$ cat src/rtl/i2c10_pkg.sv
package i2c10_pkg;
  localparam int          BYTE_W = 8;
  localparam logic [4:0]  HDR10  = 5'b11110;

  typedef enum logic [2:0] {
    ST_IDLE,
    ST_BYTE,
    ST_ACK_WAIT,
    ST_ACK_HI,
    ST_ACK_END,
    ST_HOLD
  } rx_state_e;

  typedef enum logic [1:0] {
    K_HI,
    K_LO,
    K_DATA
  } byte_kind_e;
endpackage

$ cat src/rtl/i2c10_sync.sv
module i2c10_sync #(
  parameter int                 WIDTH   = 2,
  parameter int                 STAGES  = 2,
  parameter logic [WIDTH-1:0]   RST_VAL = '1
) (
  input  logic             clk,
  input  logic             rst_n,
  input  logic [WIDTH-1:0] d,
  output logic [WIDTH-1:0] q
);
  logic [STAGES-1:0][WIDTH-1:0] chain;

  always_ff @(posedge clk or negedge rst_n) begin
    if (!rst_n) begin
      chain <= {STAGES{RST_VAL}};
    end else begin
      chain[0] <= d;
      for (int i = 1; i < STAGES; i++) chain[i] <= chain[i-1];
    end
  end

  assign q = chain[STAGES-1];
endmodule

$ cat src/rtl/i2c10_bus_events.sv
module i2c10_bus_events (
  input  logic clk,
  input  logic rst_n,
  input  logic scl_s,
  input  logic sda_s,
  output logic scl_rise,
  output logic scl_fall,
  output logic start_det,
  output logic stop_det
);
  logic scl_q, sda_q;

  always_ff @(posedge clk or negedge rst_n) begin
    if (!rst_n) begin
      scl_q <= 1'b1;
      sda_q <= 1'b1;
    end else begin
      scl_q <= scl_s;
      sda_q <= sda_s;
    end
  end

  // SDA moving while SCL is high on both samples marks a bus condition
  assign scl_rise  =  scl_s & ~scl_q;
  assign scl_fall  = ~scl_s &  scl_q;
  assign start_det =  scl_s &  scl_q &  sda_q & ~sda_s;
  assign stop_det  =  scl_s &  scl_q & ~sda_q &  sda_s;
endmodule

$ cat src/rtl/i2c10_shift.sv
module i2c10_shift #(
  parameter int W = 8
) (
  input  logic         clk,
  input  logic         rst_n,
  input  logic         clr,
  input  logic         en,
  input  logic         bit_i,
  output logic         last,
  output logic [W-1:0] word
);
  localparam int CNT_W = $clog2(W);

  logic [CNT_W-1:0] cnt_q, cnt_n;
  logic [W-1:0]     sh_q;

  assign last = en && (cnt_q == CNT_W'(W - 1));
  assign word = {sh_q[W-2:0], bit_i};

  always_comb begin
    cnt_n = cnt_q;
    if (clr)       cnt_n = '0;
    else if (last) cnt_n = '0;
    else if (en)   cnt_n = cnt_q + 1'b1;
  end

  always_ff @(posedge clk or negedge rst_n) begin
    if (!rst_n) cnt_q <= '0;
    else        cnt_q <= cnt_n;
  end

  always_ff @(posedge clk or negedge rst_n) begin
    if (!rst_n)  sh_q <= '0;
    else if (en) sh_q <= word;
  end
endmodule

$ cat src/rtl/i2c10_slave_rx.sv
module i2c10_slave_rx
  import i2c10_pkg::*;
#(
  parameter int          SYNC_STAGES = 2,
  parameter logic [7:0]  CMP_INIT    = 8'hF0
) (
  input  logic       clk,
  input  logic       rst_n,
  input  logic       scl_i,
  input  logic       sda_i,
  output logic       scl_oe,
  output logic       sda_oe,
  input  logic       cmp_we,
  input  logic [7:0] cmp_wdata,
  input  logic       rx_rd,
  output logic [7:0] rx_data,
  output logic       rx_full,
  output logic       irq_flag,
  input  logic       irq_clr,
  output logic       ovf_flag,
  input  logic       ovf_clr,
  output logic       addr_upd
);
  // reset: asserted asynchronously, released on a clock edge
  logic [1:0] rsync_q;
  logic       rst_int_n;

  always_ff @(posedge clk or negedge rst_n) begin
    if (!rst_n) rsync_q <= 2'b00;
    else        rsync_q <= {rsync_q[0], 1'b1};
  end
  assign rst_int_n = rsync_q[1];

  // line sampling and bus events
  logic scl_s, sda_s;
  logic scl_rise, scl_fall, start_det, stop_det;

  i2c10_sync #(.WIDTH(2), .STAGES(SYNC_STAGES), .RST_VAL(2'b11)) u_sync (
    .clk   (clk),
    .rst_n (rst_int_n),
    .d     ({scl_i, sda_i}),
    .q     ({scl_s, sda_s})
  );

  i2c10_bus_events u_evt (
    .clk       (clk),
    .rst_n     (rst_int_n),
    .scl_s     (scl_s),
    .sda_s     (sda_s),
    .scl_rise  (scl_rise),
    .scl_fall  (scl_fall),
    .start_det (start_det),
    .stop_det  (stop_det)
  );

  logic              sh_clr, sh_en, sh_last;
  logic [BYTE_W-1:0] byte_w;

  i2c10_shift #(.W(BYTE_W)) u_shift (
    .clk   (clk),
    .rst_n (rst_int_n),
    .clr   (sh_clr),
    .en    (sh_en),
    .bit_i (sda_s),
    .last  (sh_last),
    .word  (byte_w)
  );

  // control state
  rx_state_e   st_q, st_n;
  byte_kind_e  kind_q, kind_n;
  logic        ack_q, ack_n;
  logic        full_q, full_n;
  logic        ua_q, ua_n;
  logic        irq_q, irq_n;
  logic        ovf_q, ovf_n;
  logic        sda_oe_q, sda_oe_n;
  logic        ld_rx;
  logic [7:0]  cmp_q, rxd_q;
  logic        hi_match, lo_match, buf_busy;

  assign hi_match = (byte_w[7:3] == HDR10) && (byte_w[2:1] == cmp_q[2:1]) && !byte_w[0];
  assign lo_match = (byte_w == cmp_q);
  assign buf_busy = full_q && !rx_rd;

  always_comb begin
    st_n     = st_q;
    kind_n   = kind_q;
    ack_n    = ack_q;
    full_n   = full_q;
    ua_n     = ua_q;
    irq_n    = irq_q;
    ovf_n    = ovf_q;
    sda_oe_n = sda_oe_q;
    ld_rx    = 1'b0;
    sh_clr   = 1'b0;
    sh_en    = 1'b0;

    if (rx_rd)   full_n = 1'b0;
    if (irq_clr) irq_n  = 1'b0;
    if (ovf_clr) ovf_n  = 1'b0;
    if (cmp_we)  ua_n   = 1'b0;

    if (stop_det) begin
      st_n     = ST_IDLE;
      sda_oe_n = 1'b0;
      sh_clr   = 1'b1;
    end else if (start_det) begin
      st_n     = ST_BYTE;
      kind_n   = K_HI;
      sda_oe_n = 1'b0;
      sh_clr   = 1'b1;
    end else begin
      unique case (st_q)
        ST_IDLE: ;
        ST_BYTE: begin
          if (scl_rise) begin
            sh_en = 1'b1;
            if (sh_last) begin
              unique case (kind_q)
                K_HI: begin
                  if (hi_match) begin
                    ack_n = 1'b1; ld_rx = 1'b1; full_n = 1'b1; st_n = ST_ACK_WAIT;
                  end else begin
                    st_n = ST_IDLE;
                  end
                end
                K_LO: begin
                  if (lo_match) begin
                    ack_n = 1'b1; ld_rx = 1'b1; full_n = 1'b1; st_n = ST_ACK_WAIT;
                  end else begin
                    st_n = ST_IDLE;
                  end
                end
                default: begin
                  st_n = ST_ACK_WAIT;
                  if (buf_busy) begin
                    ack_n = 1'b0; ovf_n = 1'b1;
                  end else begin
                    ack_n = 1'b1; ld_rx = 1'b1; full_n = 1'b1;
                  end
                end
              endcase
            end
          end
        end
        ST_ACK_WAIT: begin
          if (scl_fall) begin
            sda_oe_n = ack_q;
            st_n     = ST_ACK_HI;
          end
        end
        ST_ACK_HI: begin
          if (scl_rise) begin
            if (ack_q) begin
              irq_n = 1'b1;
              if (kind_q != K_DATA) ua_n = 1'b1;
            end
            st_n = ST_ACK_END;
          end
        end
        ST_ACK_END: begin
          if (scl_fall) begin
            sda_oe_n = 1'b0;
            unique case (kind_q)
              K_HI:    begin kind_n = K_LO;   st_n = ST_HOLD; end
              K_LO:    begin kind_n = K_DATA; st_n = ST_HOLD; end
              default: st_n = ST_BYTE;
            endcase
          end
        end
        ST_HOLD: begin
          if (!ua_q) st_n = ST_BYTE;
        end
        default: st_n = ST_IDLE;
      endcase
    end
  end

  always_ff @(posedge clk or negedge rst_int_n) begin
    if (!rst_int_n) begin
      st_q     <= ST_IDLE;
      kind_q   <= K_HI;
      ack_q    <= 1'b0;
      full_q   <= 1'b0;
      ua_q     <= 1'b0;
      irq_q    <= 1'b0;
      ovf_q    <= 1'b0;
      sda_oe_q <= 1'b0;
    end else begin
      st_q     <= st_n;
      kind_q   <= kind_n;
      ack_q    <= ack_n;
      full_q   <= full_n;
      ua_q     <= ua_n;
      irq_q    <= irq_n;
      ovf_q    <= ovf_n;
      sda_oe_q <= sda_oe_n;
    end
  end

  always_ff @(posedge clk or negedge rst_int_n) begin
    if (!rst_int_n)  cmp_q <= CMP_INIT;
    else if (cmp_we) cmp_q <= cmp_wdata;
  end

  always_ff @(posedge clk or negedge rst_int_n) begin
    if (!rst_int_n) rxd_q <= '0;
    else if (ld_rx) rxd_q <= byte_w;
  end

  assign sda_oe   = sda_oe_q;
  assign scl_oe   = (st_q == ST_HOLD) && ua_q;
  assign rx_data  = rxd_q;
  assign rx_full  = full_q;
  assign irq_flag = irq_q;
  assign ovf_flag = ovf_q;
  assign addr_upd = ua_q;
endmodule

$ cat config.mk
export PLATFORM = sky130hd
export DESIGN_NAME = i2c10_slave_rx
export DESIGN_NICKNAME = d
export VERILOG_FILES = /design/src/rtl/i2c10_pkg.sv /design/src/rtl/i2c10_sync.sv /design/src/rtl/i2c10_bus_events.sv /design/src/rtl/i2c10_shift.sv /design/src/rtl/i2c10_slave_rx.sv
export SDC_FILE = /design/constraint.sdc
export NUM_CORES = 1
export LEC_CHECK = 0
export BUFFER_PORTS_ARGS = -buffer_cell sky130_fd_sc_hd__buf_4
export CAP_MARGIN = 25
export CORE_ASPECT_RATIO = 0.75
export CORE_UTILIZATION = 30
export DETAILED_ROUTE_END_ITERATION = 16
export HOLD_SLACK_MARGIN = 0.02
export PLACE_DENSITY = 0.49
export SETUP_SLACK_MARGIN = 0.3
export SLEW_MARGIN = 25
export SYNTH_ARGS = -nofsm -noshare
export SYNTH_HDL_FRONTEND = slang
export SYNTH_SLANG_ARGS = --single-unit
$ cat constraint.sdc
create_clock -name clk -period 2.15 [get_ports clk]
set_input_delay 0.1075 -clock clk [delete_from_list [all_inputs] [get_ports clk]]
set_output_delay 0.1075 -clock clk [all_outputs]
set_load 0.01 [all_outputs]
* Yosys cells after proc, flatten, opt, wreduce, memory -nomap -nowiden
Index checks and enable logic that the tools add are counted.
** Operators by class
- Add/subtract/negate cells :: 1
- Equal/unequal tests :: 20
- Mux-type cells :: 74
- Bitwise operators :: 13
- Reductions and logical operators :: 19
** Operators by type and width (number)
- $mux 1 :: 50
- $mux 3 :: 12
- $ne 4x4->1 const B :: 6
- $pmux 3 s6 :: 1
- $reduce_and 7->1 :: 2
- $mux 2 :: 5
- $eq 3x3->1 const B :: 3
- $eq 8x8->1 :: 1
- $pmux 1 s2 :: 4
- $and 1x1->1 :: 7
- $eq 3x2->1 const B :: 2
- $ne 2x2->1 const B :: 3
- $not 1->1 :: 6
- $pmux 3 s2 :: 1
- $reduce_bool 3->1 :: 2
- $eq 5x5->1 const B :: 1
- $logic_and 1x1->1 :: 5
- $pmux 2 s2 :: 1
- $reduce_and 4->1 :: 1
- $reduce_bool 2->1 :: 2
- $reduce_bool 4->1 :: 1
- $add 3x1->3 const B :: 1
- $eq 3x1->1 const B :: 1
- $logic_not 3->1 :: 1
- other kinds (7) :: 8
** Word-level totals
- Register bits :: 45
- Input bits :: 16
- Output and inout bits :: 14
- Logic and storage cells :: 144

* Longest topological paths before layout
- Depth after elaboration :: 12
- Mapped depth :: 6
- Depth with buffers taken out :: 6

* By module
A second synthesis with hierarchy kept.
** Second synthesis, totals
- Cells, all modules :: 162
- Area total of the unflattened synthesis :: 2072.0 µm²
** Modules (own cells, without submodules)
- i2c10_slave_rx :: times used 1, cells an instance 121, area each 1413.9 µm², sequential area each 730.7 µm²
- i2c10_shift :: times used 1, cells an instance 29, area each 452.9 µm², sequential area each 250.2 µm²
- i2c10_sync :: times used 1, cells an instance 6, area each 120.1 µm², sequential area each 105.1 µm²
- i2c10_bus_events :: times used 1, cells an instance 6, area each 85.1 µm², sequential area each 52.6 µm²

* Worst setup path before layout
Ideal clock, no wire load.
- Path kind :: register -> register
- Start point :: register u_sync.chain, in the netlist u_sync.q[0]
- End point :: register rxd_q[6], in the netlist rx_data[6]
- Setup time :: 0.125 ns
- Data arrival time :: 1.644 ns
- Data required time :: 2.025 ns
- Slack :: 0.381 ns
- Stages on the path, launching flop included :: 7
- Path buffers :: 1
- Clock period less this slack :: 1.769 ns
- Cells stage by stage :: dfstp_2 buf_6 xnor2_1 nand4_1 o41ai_4 nand3_4 mux2_4
** On the way
- Longest elaborated chain between the ends :: 10
- Elaborated cells on any way between the ends :: 17
- Those cells by class :: eq/ne (1); mux (10); bitwise (3); reduce/logical (3)
** Ends and longest elaborated chain
- start, declared :: RTL line i2c10_sync.sv:11 : logic [STAGES-1:0][WIDTH-1:0] chain;
- start signal, assigned :: RTL line i2c10_sync.sv:15 : chain <= {STAGES{RST_VAL}};
- parallel branches: the longest is 9 deep, another holds $eq 8x8->1
- $mux 1 * :: RTL line i2c10_slave_rx.sv:104 : if (stop_det) begin
- end signal, assigned :: RTL line i2c10_slave_rx.sv:209 : else if (ld_rx) rxd_q <= byte_w;
- end, declared :: RTL line i2c10_slave_rx.sv:79 : logic [7:0] cmp_q, rxd_q;
Mark *: on every way between the ends.
A chain may end at the register's enable or synchronous reset.

* Worst setup path after layout
- Start point :: register u_sync.chain, in the netlist u_sync.q[0]
- End point :: register rxd_q[4], in the netlist rx_data[4]
The elaborated chain is that of the path after synthesis.

==> out/results.tsv <==
stage	metric	value	unit
yosys	number of synthesized flops with an enable pin	0	
yosys	Netlist cell types	40	
sta	FMAX	0.534	GHz
critical_path	Buffers & Inverters on Critical Path	1	
die	Die Wd	96.8	um
clocking	htree depth	2	
yosys	FF+latch count, synth	45	
die	core box area	6410	um^2
sta	RSZ-0062 raised after global routing	true	
power	Power, Total	1.71	mW
detailed_routing	total routed wirelength	4.23	mm
die	die area	7080	um^2
critical_path	kind of critical path	reg2reg	
global_route	global-route wire length before repair	7.16	mm
sta	final setup vio count	0	
global_route	total grt overflow	0	
sta	Final WS setup	0.278	ns
global_route	number of global-route vias before repair	1447	
sta	final worst-path cycle share	87.1	%
place	dpl ws	0.214	ns
critical_path	CP max stage delay	0.59	ns
min_path	hold_sp	cmp_wdata[6]	
critical_path	worst reg2reg path startpoint	u_sync.q[0]	
detailed_routing	via count	1421	
place	Placement Cell Area	2340	um^2
sta	crit path time final	1.87	ns
die	Initial Util	31.6	%
layout	nets	227	
global_route	overall routing resource usage	12.8	%
layout	Cell Count, Final, Fillers Out	291	
yosys	top post-synthesis cells by area	dfrtp_1, dfstp_2, mux2_2, xnor2_1, a21oi_1	
yosys	post-synthesis sequential area ratio	56.3	%
sta	Worst Skew	0.0125	ns
sta	Final Max Slew Viols	0	
die	DIE HEIGHT	73.1	um
clocking	clock buffer count from CTS	5	
sta	final hold violations	0	
yosys	Syn Std Cell Area	2020	um^2
detailed_routing	Antenna Violating Nets Remaining	0	
clocking	Worst-Skew Late Latency	0.29	ns
place	Final HPWL DP	2.94	mm
layout	ANT cells	0	
detailed_routing	vias per cell	4.88	
power	Static Leak	1.22	nW
power	Max VDD drop	0.000235	V
critical_path	Worst Setup SP	u_sync.q[0]	
layout	area delta synth->final	29.6	%
min_path	worst hold path class	in2reg	
layout	cell area after layout	2620	um^2
global_route	initial antenna violation count	0	
yosys	Avg Inst Size Synth	12.4	um^2
place	final RePlAce weighted congestion	0.771	
clocking	clk sinks	45	
power	pwr dens	651	nW/um^2
die	I/O pin total	30	
critical_path	Worst EP required	2.33	ns
power	Switching Power	0.454	mW
layout	share of cells above drive strength 1	44.8	%
clocking	CTS tree	done	
critical_path	Critical Path AT	2.05	ns
die	Core Rows	25	
global_route	largest net degree at the start of global routing	24	
run_status	status	completed	
place	DP Cell Count	270	
critical_path	Slowest cell on crit path	dfstp_2	
critical_path	delay-heaviest family, CP	flip-flops	
detailed_routing	First-pass DRT Iterations	4	
detailed_routing	1st-iter DRT viols	71	
clocking	CTS Root Cell	clkbuf_8	
run	max_cap viols	0	
detailed_routing	DRC violations left	0	
place	Port Buffers	29	
critical_path	CP Cell Sequence	xnor2_2, nand4_1, o41ai_4, buf_4, nand3_4, mux2_4	
power	clock power share	30.1	%
power	Comb power frac	12.8	%
sta	setup TNS	0	ns
critical_path	crit-path max FO	5	
yosys	Async S/R FF share, synth	100	%
yosys	syn_nets	181	
power	share of power burned in registers	57.2	%
critical_path	CP startpoint kind	register	
critical_path	Worst Setup End Kind	register	
yosys	Synth warnings	0	
power	Internal Power	1.25	mW
yosys	Post-Synthesis Cells	163	
power	Switching Share	26.6	%
yosys	Main synth FF type	dfrtp_1	
yosys	Synth area leader	dfrtp_1	
clocking	CTS clk-pin slew, worst paths	0.09	ns
clocking	CTS max path bufs	2	
yosys	post-synth top area share	43.3	%
detailed_routing	mean routed wirelength per cell	14.5	um
[cell families (layout without fill, tap and decap cells)]
family	after synthesis	in the layout	synth area share (%)
AOI/OAI and AO/OA	28	28	10.5
xor gates and xnor gates	9	9	3.90
adders and majority gates	2	2	1.24
buffers and inverters	13	59	2.78
DFF	45	45	56.3
muxes	24	24	13.7
other	1	1	0.185
and+or+nand+nor	41	42	11.4
[power by group through the flow]
stage / combinational [mW] / clock, mW / sequential (mW)
2_1_floorplan: 0.126 / 0 / 0.976
3_3_place_gp: 0.182 / 0 / 0.982
3_5_place_dp: 0.181 / 0 / 0.986
4_1_cts: 0.200 / 0.534 / 0.968
5_1_grt: 0.240 / 0.573 / 0.987
6_report: 0.218 / 0.513 / 0.976
[metal layers]
layer,wire length [um],vias to the layer above,global-route usage [%]
met5,0,-,0
met4,19,0,3.32
met3,138,2,2.87
met2,1940,29,20.0
met1,2130,721,18.1
li1,-,669,-
[timing repair]
item,in CTS,in global routing
hold endpoints to repair,7,0
setup endpoints to repair,8,9
pin swaps,3,5
resized for setup,1,16
hold buffers,6,0
gates cloned,1,0
setup buffers,4,2
[through the flow]
step	utilization [%]	hold slack [ns]
3_5_place_dp	36.4	-0.108
4_1_cts	39.4	0.0329
2_1_floorplan	-	-0.188
6_report	40.9	0.0378
3_3_place_gp	36.4	-0.109
5_1_grt	40.9	0.0203
[Yosys cell counts, types with 2 or more instances]
| cell | count |
|---|---|
| a211oi_1 | 2 |
| a21o_1 | 2 |
| a21oi_1 | 8 |
| and2_1 | 2 |
| and3_1 | 3 |
| clkbuf_1 | 5 |
| dfrtp_1 | 35 |
| dfstp_2 | 10 |
| ha_1 | 2 |
| inv_1 | 7 |
| mux2_2 | 22 |
| mux2_4 | 2 |
| nand2_1 | 8 |
| nand2b_1 | 2 |
| nand3_1 | 2 |
| nand3b_1 | 3 |
| nand4_1 | 2 |
| nor2_1 | 9 |
| nor2b_1 | 5 |
| o21ai_0 | 5 |
| xnor2_1 | 6 |
| xor2_1 | 3 |
[cells in the final DEF (no fill, tap or decap), types with 6 or more instances in the layout]
cell / netlist / final
nand2_1: 8 / 8
buf_4: 0 / 37
nor2_1: 9 / 7
mux2_4: 2 / 7
mux2_2: 22 / 17
dlygate4sd3_1: 0 / 6
dfrtp_1: 35 / 33
a21oi_1: 8 / 8
inv_1: 7 / 7
dfstp_2: 10 / 10
[final timing paths]
check | slack, ns | cells past startpoint | end
worst max-delay path | 0.28 | 6 | rx_data[4]
worst min-delay path | 0.04 | 2 | cmp_q[6]
worst max register to register | 0.28 | 6 | rx_data[4]
worst min register to register | 0.21 | 0 | u_sync.chain[0]
max in group asynchronous | 1.60 | 1 | cmp_q[6]
min in group asynchronous | 0.13 | 2 | rsync_q[0]
[final cells by class]
class,count,area (um^2)
repair buffers,44,349
flip-flops and latches,45,1140
multi-input cells,106,918
fillers,591,3790
clock buffers,5,68.8
inverters,7,26.3
clock inverters,3,17.5
well taps,81,101
[sequential cells by signal, indices dropped and copies added, names as in the netlist]
signal / flops
rx_data: 8
kind_q: 2
u_sync.q: 2
u_evt.scl_q: 1
rx_full: 1
st_q: 3
u_shift.cnt_q: 3
u_evt.sda_q: 1
addr_upd: 1
sda_oe: 1
u_sync.chain: 2
u_shift.sh_q: 7
ack_q: 1
rsync_q: 2
ovf_flag: 1
irq_flag: 1
cmp_q: 8
(Power assumes the default switching activity.)
